**config.mk**
```make
export PLATFORM = sky130hd
export DESIGN_NAME = sreg_guard
export DESIGN_NICKNAME = d
export VERILOG_FILES = /design/src/rtl/sreg_guard.sv
export SDC_FILE = /design/constraint.sdc
export NUM_CORES = 1
export LEC_CHECK = 0
export BUFFER_PORTS_ARGS = -buffer_cell sky130_fd_sc_hd__buf_4
export CORE_MARGIN = 2
export CORE_UTILIZATION = 50
export CTS_CLUSTER_SIZE = 25
export DETAILED_ROUTE_END_ITERATION = 10
export HOLD_SLACK_MARGIN = 0.1
export PLACE_DENSITY = 0.78
export SYNTH_ARGS = -nofsm -noshare
export SYNTH_HDL_FRONTEND = slang
export SYNTH_SLANG_ARGS = --single-unit
export TNS_END_PERCENT = 50
```
**constraint.sdc**
```tcl
create_clock -name clk -period 2.1 [get_ports clk]
set_clock_uncertainty 0.1 [all_clocks]
set_input_delay 0.105 -clock clk [delete_from_list [all_inputs] [get_ports clk]]
set_output_delay 0.105 -clock clk [all_outputs]
set_load 0.02 [all_outputs]
```
**src/rtl/sreg_guard.sv**
```systemverilog
module sreg_guard #(
  parameter int          AW        = 15,
  parameter int          CYC_LEN   = 20000,
  parameter logic [1:0]  BP_INIT   = 2'b00,
  parameter logic        WPEN_INIT = 1'b0
) (
  input  logic          clk,
  input  logic          rst_n,
  input  logic          cs_n,
  input  logic          wp_n,
  input  logic          wren_stb,
  input  logic          wrdi_stb,
  input  logic          wrsr_stb,
  input  logic [7:0]    sr_din,
  input  logic          arr_go,
  input  logic [AW-1:0] chk_addr,
  output logic [7:0]    stat_byte,
  output logic          arr_ok,
  output logic          sreg_ok
);
  localparam int CW = $clog2(CYC_LEN + 1);

  logic          wen, wpen, busy, cs_q, pend, pend_wpen;
  logic [1:0]    bp, pend_bp;
  logic [CW-1:0] cnt;
  logic          blk_hit, hw_lock, cs_rise, arr_start, cyc_end;
  logic          unused_bits;

  assign unused_bits = ^{sr_din[6:4], sr_din[1:0]};

  always_comb begin
    case (bp)
      2'b00:   blk_hit = 1'b0;
      2'b01:   blk_hit = &chk_addr[AW-1:AW-2];
      2'b10:   blk_hit = chk_addr[AW-1];
      default: blk_hit = 1'b1;
    endcase
  end

  assign hw_lock   = ~wp_n & wpen;
  assign sreg_ok   = wen & ~busy & ~hw_lock;
  assign arr_ok    = wen & ~busy & ~blk_hit;
  assign cs_rise   = cs_n & ~cs_q;
  assign arr_start = arr_go & wen & ~busy;
  assign cyc_end   = busy && (cnt == '0);
  assign stat_byte = busy ? 8'hFF : {wpen, 3'b000, bp, wen, 1'b0};

  always_ff @(posedge clk or negedge rst_n) begin
    if (!rst_n) begin
      wen       <= 1'b0;
      wpen      <= WPEN_INIT;
      bp        <= BP_INIT;
      busy      <= 1'b0;
      cnt       <= '0;
      cs_q      <= 1'b1;
      pend      <= 1'b0;
      pend_wpen <= 1'b0;
      pend_bp   <= 2'b00;
    end else begin
      cs_q <= cs_n;
      if (cyc_end) begin
        busy <= 1'b0;
        wen  <= 1'b0;
        if (pend) begin
          wpen <= pend_wpen;
          bp   <= pend_bp;
          pend <= 1'b0;
        end
      end else if (busy) begin
        cnt <= cnt - 1'b1;
      end else begin
        if ((cs_rise && pend) || arr_start) begin
          busy <= 1'b1;
          cnt  <= CW'(CYC_LEN - 1);
        end
        if (wrdi_stb)      wen <= 1'b0;
        else if (wren_stb) wen <= 1'b1;
        if (wrsr_stb && !cs_n && sreg_ok) begin
          pend      <= 1'b1;
          pend_wpen <= sr_din[7];
          pend_bp   <= sr_din[3:2];
        end else if (pend && !cs_n && hw_lock) begin
          pend <= 1'b0;
        end
      end
    end
  end

  p_wen_gate_r4: assert property (@(posedge clk) disable iff (!rst_n)
    !stat_byte[1] |-> (!arr_ok && !sreg_ok));
  p_lock_r5: assert property (@(posedge clk) disable iff (!rst_n)
    (!wp_n && stat_byte[7] && !stat_byte[0]) |-> !sreg_ok);
  p_bits_hold_r6: assert property (@(posedge clk) disable iff (!rst_n)
    !busy |=> $stable({wpen, bp}));
  p_busy_perm_r8: assert property (@(posedge clk) disable iff (!rst_n)
    stat_byte[0] |-> (!arr_ok && !sreg_ok));
  p_end_clear_r9: assert property (@(posedge clk) disable iff (!rst_n)
    $fell(busy) |-> !wen);
  p_wrdi_r2: assert property (@(posedge clk) disable iff (!rst_n)
    (wrdi_stb && !busy) |=> !wen);
  p_go_gate_r10: assert property (@(posedge clk) disable iff (!rst_n)
    (!busy && !wen) |=> !busy);
endmodule

```
==> results.tsv <==
stage	metric	value	unit
status	status	finished, final reports clean	
cts	clk_lat worst skew	310	ps
timing	TNS Setup	0	ps
flow_run	MaxCap Viol Count	0	
timing	Hold Slack	105	ps
timing	Max-slew headroom	66.1	%
yosys	Yosys top cell by area	dfrtp_1	
global_routing	first-pass GRT wire length	4900	um
cts	CTS Buffer Depth	2	
yosys	ranking of synthesized cells by area	dfrtp_1 45%, mux2i_1 5.2%, mux2_4 3.4%, nor2_1 3.4%, nor4_4 3.2%	
placement	HPWL Detailed	1990	um
final_layout	share of layout cells above drive strength 1	31.4	%
yosys	syn_nets	154	
worst_setup_path	cells on worst reg2reg path	7	
yosys	EDFF count, synth	0	
cts	root buffer cell	clkbuf_4	
global_routing	antenna violations before repair	0	
timing	crit path time final	1930	ps
worst_setup_path	Worst setup SP type	flop	
final_layout	Largest Register	cnt	
routing	DRC	0	
worst_setup_path	Crit-path slowest cell	a311oi_1	
routing	Routed Wire Length	2720	um
final_layout	max FFs per register	15	
timing	crit share post-route	92.1	%
worst_setup_path	WS Path Type	reg -> reg	
worst_setup_path	Worst Path Arrival	2050	ps
timing	Max Slew Vio Count	0	
yosys	commonest cells in the netlist	24 x dfrtp_1, 12 x nor2_1, 10 x nand2_1, 7 x mux2i_1, 6 x or2_2	
final_layout	Area growth, synth to finish	23.1	%
worst_setup_path	crit path capture type	flop	
die	Ports	41	
die	Die Height	55.8	um
placement	IO buf count	22	
placement	Final GP Congestion	0.915	
yosys	ys flop type	dfrtp_1	
power	VDD IR max	0.351	mV
yosys	synthesized area	1340	um^2
timing	worst-margin pin slew	502	ps
global_routing	Total Routing Usage GR	19.6	%
worst_setup_path	Top delay family on crit path	compound AO/OA/AOI/OAI gates	
routing	total number of vias	1067	
power	leak pwr	0.691	nW
yosys	Yosys warning count	0	
cts	Post-CTS Hold Fix Bufs	7	
min_path	HP Class	in -> async	
yosys	Mapped Cells	122	
final_layout	Final Non-Filler Cells	186	
final_layout	Top Registers	cnt: 15 flops, bp: 2 flops, pend_bp: 2 flops	
placement	placed inst area	1560	um^2
power	pwr dens	449	nW/um^2
final_layout	final net count	189	
die	DIE AREA	3110	um^2
die	Initial Util	53.7	%
worst_setup_path	CP Buf/Inv Count	2	
cts	number of clock sinks	25	
global_routing	largest net degree at the start of global routing	26	
routing	vias per cell	5.74	
timing	worst setup margin	167	ps
die	area of the core	2500	um^2
worst_setup_path	CP Depth	7	
cts	Post-CTS Resized	0	
worst_setup_path	crit path cell chain	inv_1 -> ha_1 -> nor4b_4 -> buf_4 -> a311oi_1 -> nand2_1 -> mux2i_1	
routing	Routed wire per std cell	14.6	um
final_layout	Non-Filler Cell Area, Final	1650	um^2
die	Die W	55.8	um
timing	Fmax	0.517	GHz
cts	Setup Buffers After CTS	0	
yosys	cell with the most instances after synthesis	dfrtp_1	
final_layout	diode count	0	
die	# rows	18	
yosys	Seq cells post-synth	25	
final_layout	fin util	66.1	%
placement	Post-Place Worst Slack	178	ps
yosys	register area share after synthesis	46.7	%
timing	final hold violation count	0	
global_routing	gr ovfl total	0	
yosys	Mean Syn Cell Area	11.0	um^2
cts	CTS H-Tree Depth	1	
timing	setup repair after global routing missed its margin	no	
routing	1st-pass router iterations	4	
worst_setup_path	Worst Path Max Fanout	5	
cts	Num CTS Buffers	3	
routing	post-route ant nets	0	
yosys	post-synthesis cell type count	44	
worst_setup_path	delay of the slowest critical-path stage	490	ps
power	Pwr Total	741	uW
placement	dpl cells	175	
routing	DRT iter0 DRCs	26	
cts	Worst-path clk slew	130	ps
cts	TritonCTS clock tree	built	
worst_setup_path	CP Data Required Time	2210	ps
yosys	fraction of registers with async set/reset	100	%
yosys	fraction of synthesized cell area taken by the top area cell type	44.8	%
timing	final setup fails	0	
global_routing	number of global-route vias before repair	1052	
## area by class of cell
cell class | count | area [um^2]
clock buffers | 4 | 26.3
flip-flops and latches | 25 | 627
well taps | 30 | 37.5
repair buffers | 36 | 288
fillers | 192 | 848
multi-input cells | 89 | 666
inverters | 2 | 7.51
## path summary, 6_finish.rpt
check	slack, ps	start	to
max	170	cnt[0]	cnt[6]
min	110	rst_n	cnt[5]
max reg2reg	170	cnt[0]	cnt[6]
min reg2reg	420	cnt[0]	cnt[0]
max in group asynchronous	1490	rst_n	cs_q
min in group clk	180	wrsr_stb	pend
## per-layer routing
| metal | vias to the layer above | share of wire [%] | global-route usage (%) |
|---|---|---|---|
| li1 | 514 | - | - |
| met1 | 517 | 44 | 25.9 |
| met2 | 34 | 51 | 34.0 |
| met3 | 2 | 4.7 | 2.79 |
| met4 | 0 | 0.74 | 4.18 |
| met5 | - | 0 | 0 |
## kinds of logic after synthesis
logic type,share of synthesized area [%]
AO/OA/AOI/OAI,11.0
XOR/XNOR,1.31
adder cells (fa/ha/maj),0.933
buffers and inverters,3.64
flip-flops,46.7
multiplexers,11.1
AND/OR/NAND/NOR,25.3
## cell usage in the layout (no fill, tap or decap), types with 2 or more instances in the layout
master,instances
o31ai_1,3
xor2_1,2
nand3_1,3
mux2i_1,7
nor3_1,3
a21oi_1,5
or2_2,6
buf_4,29
nand2_1,10
clkbuf_4,3
nand2b_1,3
nor4_4,2
a21o_1,2
mux2_4,3
inv_1,2
dfrtp_1,24
nor2_1,12
mux2_2,3
dlygate4sd3_1,7
## power by group
group          total (mW)  switching [mW]  internal (mW)  leakage [nW]
clock network       0.210           0.136         0.0742        0.0150
registers           0.489         0.00231          0.486         0.276
logic              0.0428          0.0164         0.0265         0.400
total               0.741           0.154          0.587         0.691
Note: power is estimated with default switching activity, not from simulation.
